===== src/rtl/ipi_pkg.sv =====
package ipi_pkg;
  localparam int unsigned DATA_W    = 32;
  localparam int unsigned VEC_W     = 8;
  localparam int unsigned DMODE_W   = 3;
  localparam int unsigned SHORT_W   = 2;
  localparam int unsigned DEST_W    = 8;
  // field positions in the command register
  localparam int unsigned VEC_LSB   = 0;
  localparam int unsigned DMODE_LSB = 8;
  localparam int unsigned TRIG_BIT  = 15;
  localparam int unsigned SHORT_LSB = 18;
  localparam int unsigned DEST_LSB  = 24;

  typedef enum logic [SHORT_W-1:0] {
    SH_NONE     = 2'b00,
    SH_SELF     = 2'b01,
    SH_ALL_INC  = 2'b10,
    SH_ALL_EXC  = 2'b11
  } short_e;

  localparam logic [DMODE_W-1:0] DM_FIXED = 3'b000;
  localparam logic               TRIG_EDGE = 1'b0;

  typedef struct packed {
    logic [VEC_W-1:0]   vector;
    logic [DMODE_W-1:0] dmode;
    logic               trig;
    short_e             short_sel;
    logic [DEST_W-1:0]  dest;
  } ipi_msg_t;
endpackage


===== src/rtl/ipi_cmd_decode.sv =====
module ipi_cmd_decode
  import ipi_pkg::*;
(
  input  logic              clk_i,
  input  logic              rst_ni,
  input  logic              wr_en_i,
  input  logic              wr_addr_i,
  input  logic [DATA_W-1:0] wr_data_i,
  output logic              launch_o,
  output ipi_msg_t          msg_o
);
  localparam logic ADDR_LO = 1'b0;
  localparam logic ADDR_HI = 1'b1;

  logic [DEST_W-1:0] hi_dest_q;

  always_ff @(posedge clk_i or negedge rst_ni) begin
    if (!rst_ni)                          hi_dest_q <= '0;
    else if (wr_en_i && wr_addr_i == ADDR_HI)
      hi_dest_q <= wr_data_i[DEST_LSB +: DEST_W];
  end

  short_e short_w;
  assign short_w = short_e'(wr_data_i[SHORT_LSB +: SHORT_W]);

  always_comb begin
    launch_o        = wr_en_i && (wr_addr_i == ADDR_LO);
    msg_o.vector    = wr_data_i[VEC_LSB +: VEC_W];
    msg_o.dmode     = wr_data_i[DMODE_LSB +: DMODE_W];
    msg_o.trig      = wr_data_i[TRIG_BIT];
    msg_o.short_sel = short_w;
    // destination only meaningful without shorthand
    msg_o.dest      = (short_w == SH_NONE) ? hi_dest_q : '0;
  end
endmodule


===== src/rtl/ipi_self_decode.sv =====
module ipi_self_decode
  import ipi_pkg::*;
(
  input  logic              self_we_i,
  input  logic [DATA_W-1:0] self_data_i,
  output logic              launch_o,
  output ipi_msg_t          msg_o
);
  always_comb begin
    launch_o        = self_we_i;
    msg_o.vector    = self_data_i[VEC_W-1:0];
    msg_o.dmode     = DM_FIXED;
    msg_o.trig      = TRIG_EDGE;
    msg_o.short_sel = SH_SELF;
    msg_o.dest      = '0;
  end
endmodule


===== src/rtl/ipi_launch_arb.sv =====
module ipi_launch_arb
  import ipi_pkg::*;
(
  input  logic     cmd_launch_i,
  input  ipi_msg_t cmd_msg_i,
  input  logic     self_launch_i,
  input  ipi_msg_t self_msg_i,
  output logic     launch_o,
  output ipi_msg_t msg_o
);
  // command port wins; a losing self write is discarded silently
  always_comb begin
    launch_o = cmd_launch_i || self_launch_i;
    msg_o    = cmd_launch_i ? cmd_msg_i : self_msg_i;
  end
endmodule


===== src/rtl/ipi_msg_hold.sv =====
module ipi_msg_hold
  import ipi_pkg::*;
(
  input  logic     clk_i,
  input  logic     rst_ni,
  input  logic     launch_i,
  input  ipi_msg_t msg_i,
  input  logic     ready_i,
  output logic     valid_o,
  output ipi_msg_t msg_o,
  output logic     err_o
);
  logic     valid_q;
  logic     err_q;
  ipi_msg_t msg_q;

  always_ff @(posedge clk_i or negedge rst_ni) begin
    if (!rst_ni) begin
      valid_q <= 1'b0;
      msg_q   <= '0;
    end else if (launch_i && !valid_q) begin
      valid_q <= 1'b1;
      msg_q   <= msg_i;
    end else if (valid_q && ready_i) begin
      valid_q <= 1'b0;
    end
  end

  always_ff @(posedge clk_i or negedge rst_ni) begin
    if (!rst_ni)                   err_q <= 1'b0;
    else if (launch_i && valid_q)  err_q <= 1'b1;
  end

  assign valid_o = valid_q;
  assign msg_o   = msg_q;
  assign err_o   = err_q;


  hold_stable_chk: assert property (@(posedge clk_i) disable iff (!rst_ni)
    valid_o && !ready_i |=> valid_o && $stable(msg_o));

  release_chk: assert property (@(posedge clk_i) disable iff (!rst_ni)
    valid_o && ready_i |=> !valid_o);

  err_sticky_chk: assert property (@(posedge clk_i) disable iff (!rst_ni)
    err_o |=> err_o);

  drop_sets_err_chk: assert property (@(posedge clk_i) disable iff (!rst_ni)
    launch_i && valid_o |=> err_o);
endmodule


===== src/rtl/ipi_cmd_issuer.sv =====
module ipi_cmd_issuer
  import ipi_pkg::*;
(
  input  logic        clk_i,
  input  logic        rst_ni,
  input  logic        wr_en_i,
  input  logic        wr_addr_i,
  input  logic [31:0] wr_data_i,
  input  logic        self_we_i,
  input  logic [31:0] self_data_i,
  output logic        msg_valid_o,
  input  logic        msg_ready_i,
  output logic [7:0]  msg_vector_o,
  output logic [2:0]  msg_dmode_o,
  output logic        msg_trig_o,
  output logic [1:0]  msg_short_o,
  output logic [7:0]  msg_dest_o,
  output logic        busy_o,
  output logic        err_o
);
  logic     cmd_launch, self_launch, launch;
  ipi_msg_t cmd_msg, self_msg, arb_msg, out_msg;

  ipi_cmd_decode u_cmd (
    .clk_i(clk_i), .rst_ni(rst_ni), .wr_en_i(wr_en_i), .wr_addr_i(wr_addr_i),
    .wr_data_i(wr_data_i), .launch_o(cmd_launch), .msg_o(cmd_msg));

  ipi_self_decode u_self (
    .self_we_i(self_we_i), .self_data_i(self_data_i),
    .launch_o(self_launch), .msg_o(self_msg));

  ipi_launch_arb u_arb (
    .cmd_launch_i(cmd_launch), .cmd_msg_i(cmd_msg),
    .self_launch_i(self_launch), .self_msg_i(self_msg),
    .launch_o(launch), .msg_o(arb_msg));

  ipi_msg_hold u_hold (
    .clk_i(clk_i), .rst_ni(rst_ni), .launch_i(launch), .msg_i(arb_msg),
    .ready_i(msg_ready_i), .valid_o(msg_valid_o), .msg_o(out_msg), .err_o(err_o));

  assign msg_vector_o = out_msg.vector;
  assign msg_dmode_o  = out_msg.dmode;
  assign msg_trig_o   = out_msg.trig;
  assign msg_short_o  = out_msg.short_sel;
  assign msg_dest_o   = out_msg.dest;
  assign busy_o       = msg_valid_o;


  cmd_launch_chk: assert property (@(posedge clk_i) disable iff (!rst_ni)
    wr_en_i && !wr_addr_i && !msg_valid_o |=>
      msg_valid_o && msg_vector_o == $past(wr_data_i[7:0])
      && msg_short_o == $past(wr_data_i[19:18]));

  self_fields_chk: assert property (@(posedge clk_i) disable iff (!rst_ni)
    self_we_i && !(wr_en_i && !wr_addr_i) && !msg_valid_o |=>
      msg_valid_o && msg_short_o == 2'b01 && !msg_trig_o
      && msg_dmode_o == 3'b000 && msg_dest_o == 8'h00
      && msg_vector_o == $past(self_data_i[7:0]));

  hi_no_launch_chk: assert property (@(posedge clk_i) disable iff (!rst_ni)
    wr_en_i && wr_addr_i && !self_we_i && !msg_valid_o |=> !msg_valid_o);

  dest_zero_chk: assert property (@(posedge clk_i) disable iff (!rst_ni)
    msg_valid_o && msg_short_o != 2'b00 |-> msg_dest_o == 8'h00);

  cmd_priority_chk: assert property (@(posedge clk_i) disable iff (!rst_ni)
    wr_en_i && !wr_addr_i && self_we_i && !msg_valid_o |=>
      msg_vector_o == $past(wr_data_i[7:0]) && err_o == $past(err_o));
endmodule


===== config.mk =====
export PLATFORM = sky130hd
export DESIGN_NAME = ipi_cmd_issuer
export DESIGN_NICKNAME = d
export VERILOG_FILES = /design/src/rtl/ipi_pkg.sv /design/src/rtl/ipi_cmd_decode.sv /design/src/rtl/ipi_self_decode.sv /design/src/rtl/ipi_launch_arb.sv /design/src/rtl/ipi_msg_hold.sv /design/src/rtl/ipi_cmd_issuer.sv
export SDC_FILE = /design/constraint.sdc
export NUM_CORES = 1
export LEC_CHECK = 0
export CAP_MARGIN = 20
export CELL_PAD_IN_SITES_DETAIL_PLACEMENT = 0
export CELL_PAD_IN_SITES_GLOBAL_PLACEMENT = 1
export CORE_ASPECT_RATIO = 1.2
export CORE_MARGIN = 2
export CORE_UTILIZATION = 31
export CTS_CLUSTER_SIZE = 28
export DETAILED_ROUTE_END_ITERATION = 10
export GPL_ROUTABILITY_DRIVEN = 0
export GPL_TIMING_DRIVEN = 1
export PLACE_DENSITY_LB_ADDON = 0.1
export SETUP_SLACK_MARGIN = 0.2
export SYNTH_ARGS = -nofsm -noshare
export SYNTH_HDL_FRONTEND = slang
export SYNTH_HIERARCHICAL = 1
export SYNTH_SLANG_ARGS = --single-unit

===== constraint.sdc =====
create_clock -name clk_i -period 1.6 [get_ports clk_i]
set_clock_uncertainty 0.2 [all_clocks]
set_input_delay 0.48 -clock clk_i [delete_from_list [all_inputs] [get_ports clk_i]]
set_output_delay 0.48 -clock clk_i [all_outputs]
set_load 0.005 [all_outputs]

==> qor.txt, run 1 <==
CP max stage cell - mux2_4
Finished Cell Area - 2660 um2
worst hold path class - in -> async
CTS Sinks - 32
CTS H-Tree Depth - 2
Crit path buffers/inverters - 3
Worst setup SP type - input port
leakage power figure - 1.24 nW
antenna violations before repair - 0
Area Growth Syn to Fin - 38.8%
R2R Setup Slk - 0.01 ns
RSZ-0062 raised after global routing - true
vias in the first global route - 1294
first-pass GRT wire length - 6.47 mm
grt total ovfl - 0
die width - 75.7 um
Final #Nets - 283
Max Slew Vio Count - 0
pre-CTS setup slack - -1.14 ns
Worst Path Class, Setup - in -> reg
most common cell after layout, fill and taps aside - dfrtp_1
setup violators final - 22
post-synthesis sequential area ratio - 41.9%
Final WS setup - -0.130 ns
dpl cells - 262
Req. time, crit path - 1.56 ns
DRT antenna net count - 0
critical path arrival - 1.69 ns
I/O pins - 95
highest-count cells in the layout ignoring fill and taps - dfrtp_1 (31), mux2_2 (30), clkdlybuf4s50_1 (29)
Tot GR Track Use - 12.6%
reg2reg start - u_hold/valid_o
Mapped Cells - 144
max incr delay on CP - 0.29 ns
Tmin final - 1.73 ns
Core Rows - 31
max_cap viols - 0
crit-path cells - buf_6, and2b_2, or2_4, buf_4, nor2b_4, buf_12, mux2_4
ANT cells - 0
Avg Vias per Cell - 4.07
beginning of the critical path - wr_en_i
CTS Hold Bufs - 0
die footprint - 6820 um2
post-DP HPWL - 2.50 mm
CTS tree - built
Pwr Density - 1070 nW/um2
Worst-Skew Late Latency - 0.28 ns
fmax - 0.578 GHz
Area after DPL - 2370 um2
Final Power - 0.00284 W
total core area - 6010 um2
drt initial violations - 22
Layout Cells excl Fill - 296
port buffer count - 60
Avg WL per Cell - 13.4 um
Initial Util - 31.8%
pin count of the biggest net entering global routing - 33
failing checks - negative setup slack
synth warn - 6
drt first pass iters - 3
kind of cell adding the most delay to the critical path - simple AND/OR/NAND/NOR gates
worst reg2reg path depth - 5
status - finished with violations
clock-pin slew on the worst setup and hold paths - 0.06 ns
CP Capture Type - flip-flop
DRC Markers - 0
routed vias - 1205
critical path fanouts, max - 6
Chip Height - 90.1 um
DRT Wirelength - 3.96 mm
share of cells above drive strength 1 - 58.9%
Max clock buf depth - 2
clock root cell - clkbuf_8
synth unique cells - 15
Post-Syn Area - 1910 um2
FF-to-FF End - u_hold/msg_o[11]
fin crit share - 108%
maximum VDD drop - 0.000542 V
average size of a mapped cell - 13.3 um2
Num CTS Buffers - 5
final count of hold timing violations - 0
Yosys reg bits - 32
[stage by stage]
step | hold slack (ns) | utilization (%) | setup TNS (ns)
5_1_grt | 0.0450 | 44.2 | -2.49
6_report | 0.0219 | 44.2 | -2.32
3_3_place_gp | 0.252 | 39.4 | -26.84
4_1_cts | 0.0306 | 43.5 | -2.52
3_5_place_dp | 0.254 | 39.4 | -27.57
2_1_floorplan | -0.0156 | - | -8.47
[Yosys cell counts]
master	n	area (um2)
and2_1	8	50.1
buf_4	38	285
dfrtp_1	32	801
nand2_2	1	6.26
and2b_2	1	8.76
or2_2	1	6.26
mux2_2	32	360
a21o_2	1	8.76
nor2_1	2	7.51
a21oi_1	1	5.00
buf_8	2	30.0
mux2_4	20	300
buf_6	2	22.5
nor2b_4	1	13.8
conb_1	2	7.51
[what timing repair did]
item / 4_1_cts / 5_1_grt
setup buffers: 19 / 5
setup endpoints to repair: 57 / 47
cloned: 2 / 0
resized for setup: 122 / 2
pin swaps: 1 / 1
[layout make-up]
cell class              instances  area (um2)
flip-flops and latches         32         802
repair buffers                 91         793
fillers                       565        3360
clock inverters                 2        35.0
multi-input cells              83         851
clock buffers                   6        72.6
well taps                      82         103
[routing by layer]
metal	wire, um	part of all wire, %	global-route usage [%]	vias up
met5	0	0	0	-
met1	1700	43	15.6	584
met4	39	0.99	3.95	0
met3	250	6.3	3.81	4
li1	-	-	-	575
met2	1970	50	20.5	42
[flip-flops by register name, summed over array words and instances (netlist names)]
register         flops
u_hold/msg_o        22
u_cmd/hi_dest_q      8
u_hold/err_o         1
u_hold/valid_o       1
[cells by family after synthesis]
group / after synthesis / share of synthesized area [%]
simple gates: 14 / 4.84
flops: 32 / 41.9
other cells: 2 / 0.393
mux: 52 / 34.5
compound gates: 2 / 0.719
buf+inv: 42 / 17.7
[report_power, final]
| group | total (W) | switching [W] | internal [W] |
|---|---|---|---|
| sequential | 0.00110 | 0.0000955 | 0.00100 |
| combinational | 0.000993 | 0.000301 | 0.000693 |
| clock | 0.000750 | 0.000288 | 0.000462 |
[worst max path at each step]
stage                        to  slack (ns)  cells after the start
2_1_floorplan   u_hold/msg_o[0]       -0.40                      6
3_3_place_gp    u_hold/msg_o[3]       -1.11                      5
3_5_place_dp    u_hold/msg_o[2]       -1.14                      5
4_1_cts        u_hold/msg_o[11]       -0.14                      7
5_1_grt         u_hold/msg_o[1]       -0.14                      7
6_report       u_hold/msg_o[12]       -0.13                      7
Power figures use the tool's default switching activity.
==> run 2: changes to the inputs <==
--- a/config.mk
+++ b/config.mk
@@ -8,13 +8,14 @@
 export CAP_MARGIN = 20
 export CELL_PAD_IN_SITES_DETAIL_PLACEMENT = 0
 export CELL_PAD_IN_SITES_GLOBAL_PLACEMENT = 1
-export CORE_ASPECT_RATIO = 1.2
+export CORE_ASPECT_RATIO = 0.5
 export CORE_MARGIN = 2
 export CORE_UTILIZATION = 31
 export CTS_CLUSTER_SIZE = 28
 export DETAILED_ROUTE_END_ITERATION = 10
 export GPL_ROUTABILITY_DRIVEN = 0
 export GPL_TIMING_DRIVEN = 1
+export HOLD_SLACK_MARGIN = 0.1
 export PLACE_DENSITY_LB_ADDON = 0.1
 export SETUP_SLACK_MARGIN = 0.2
 export SYNTH_ARGS = -nofsm -noshare
==> qor.txt, run 2 (synthesis gave the netlist of run 1 again) <==
Worst setup SP type - input port (unchanged)
CTS tree - built (unchanged)
first-pass GRT wire length - 6.26 mm (was 6.47 mm)
share of cells above drive strength 1 - 58.6% (was 58.9%)
Finished Cell Area - 2710 um2 (was 2660 um2)
Sequential Area - 802 um2 (unchanged)
highest-count cells in the layout ignoring fill and taps - dfrtp_1 (31), clkdlybuf4s50_1 (29), mux2_2 (29) (was dfrtp_1 (31), mux2_2 (30), clkdlybuf4s50_1 (29))
status - finished with violations (unchanged)
setup violators final - 22 (unchanged)
max incr delay on CP - 0.30 ns (was 0.29 ns)
DRC Markers - 0 (unchanged)
CTS H-Tree Depth - 2 (unchanged)
area of the multi-input gates - 856 um2 (was 851 um2)
Avg WL per Cell - 13.2 um (was 13.4 um)
fill cell count - 605 (was 565)
Final Power - 0.00295 W (was 0.00284 W)
Avg Vias per Cell - 3.99 (was 4.07)
Initial Util - 31.9% (was 31.8%)
clock root cell - clkbuf_16 (was clkbuf_8)
pin count of the biggest net entering global routing - 33 (unchanged)
leakage power figure - 1.27 nW (was 1.24 nW)
critical path arrival - 1.62 ns (was 1.69 ns)
Final #Nets - 285 (was 283)
Layout Cells excl Fill - 292 (was 296)
Final WS setup - -0.0728 ns (was -0.130 ns)
CP Capture Type - flip-flop (unchanged)
most common cell after layout, fill and taps aside - dfrtp_1 (unchanged)
Crit path buffers/inverters - 2 (was 3)
antenna violations before repair - 0 (unchanged)
crit-path cells - buf_6, and2b_4, or2_4, nor2b_4, buf_6, mux2_4 (was buf_6, and2b_2, or2_4, buf_4, nor2b_4, buf_12, mux2_4)
Area Growth Syn to Fin - 41.4% (was 38.8%)
die width - 115 um (was 75.7 um)
post-DP HPWL - 2.39 mm (was 2.50 mm)
Final Util - 45.0% (was 44.2%)
drt first pass iters - 4 (was 3)
final count of hold timing violations - 0 (unchanged)
die footprint - 6850 um2 (was 6820 um2)
kind of cell adding the most delay to the critical path - simple AND/OR/NAND/NOR gates (unchanged)
CTS Sinks - 32 (unchanged)
Max Slew Vio Count - 0 (unchanged)
maximum VDD drop - 0.000355 V (was 0.000542 V)
Chip Height - 59.6 um (was 90.1 um)
DRT Wirelength - 3.85 mm (was 3.96 mm)
ANT cells - 0 (unchanged)
most frequent cell on the critical path - buf_6
routed vias - 1165 (was 1205)
Tmin final - 1.67 ns (was 1.73 ns)
DRT antenna net count - 0 (unchanged)
Core Rows - 20 (was 31)
total core area - 6010 um2 (about the same)
Worst-Skew Late Latency - 0.27 ns (was 0.28 ns)
max_cap viols - 0 (unchanged)
fmax - 0.598 GHz (was 0.578 GHz)
critical path fanouts, max - 5 (was 6)
RSZ-0062 raised after global routing - true (unchanged)
clock-pin slew on the worst setup and hold paths - 0.05 ns (was 0.06 ns)
I/O pins - 95 (unchanged)
worst hold path class - reg -> reg (was in -> async)
failing checks - negative setup slack (unchanged)
drt initial violations - 21 (was 22)
Area after DPL - 2380 um2 (was 2370 um2)
Pwr Density - 1090 nW/um2 (was 1070 nW/um2)
Max clock buf depth - 2 (unchanged)
CP max stage cell - mux2_4 (unchanged)
vias in the first global route - 1287 (was 1294)
grt total ovfl - 0 (unchanged)
fin crit share - 105% (was 108%)
Largest register FFs - 22 (unchanged)
Tot GR Track Use - 12.5% (was 12.6%)
Worst Path Class, Setup - in -> reg (unchanged)
port buffer count - 60 (unchanged)
Req. time, crit path - 1.55 ns (was 1.56 ns)
Num CTS Buffers - 5 (unchanged)
dpl cells - 258 (was 262)
## run 2: timing repair
action	CTS	global route
hold endpoints to repair	32	0
setup endpoints to repair	57	47
resized for setup	128	0
buffers inserted	21	3
hold buffers	1	0
cloned	2	0
pin swaps	1	1
## run 2: metal layers
metal  routed length [um]  up-vias  track usage (%)
li1                     -      581                -
met2                 1770       32             20.3
met5                    0        -                0
met3                  257        5             4.60
met4                   36        0             4.13
met1                 1790      547             15.7
## run 2: layout make-up
cell class / count / share of cell area [%]
sequential: 32 / 29.6
tap: 77 / 3.56
multi-input combinational: 83 / 31.6
clock buffer: 6 / 4.76
clock inverter: 1 / 0.185
timing repair buffer: 93 / 30.2
## run 2: power breakdown
group | switching, W | internal [W]
Combinational | 0.000297 | 0.000682
Clock | 0.000316 | 0.000564
Sequential | 0.0000900 | 0.00100
## run 2: worst paths after layout
check	slack (ns)	from	depth (start not counted)	end
max	-0.07	wr_addr_i	6	u_hold/msg_o[13]
min	0.29	u_cmd/hi_dest_q[3]	1	u_cmd/hi_dest_q[3]
max reg2reg	0.08	u_hold/valid_o	4	u_hold/msg_o[13]
min reg2reg	0.29	u_cmd/hi_dest_q[3]	1	u_cmd/hi_dest_q[3]
max in group asynchronous	0.52	rst_ni	3	u_cmd/hi_dest_q[1]
min in group asynchronous	0.49	rst_ni	3	u_hold/msg_o[12]
## run 2: worst register-to-register path, delay by kind of cell, from the launching register on
family / cells / cell delay (ns)
DFF: 1 / 0.41
muxes: 1 / 0.31
buffers and inverters: 2 / 0.33
and+or+nand+nor: 1 / 0.16
## run 2: per-stage QoR
stage / worst slack [ns] / setup TNS [ns] / hold WS [ns]
floorplan: -0.398 / -8.47 / -0.0156
global placement: -1.10 / -26.72 / 0.250
detailed placement: -1.13 / -27.29 / 0.249
CTS: -0.0494 / -0.666 / 0.257
global route: -0.109 / -1.68 / 0.311
finish: -0.0728 / -1.02 / 0.295
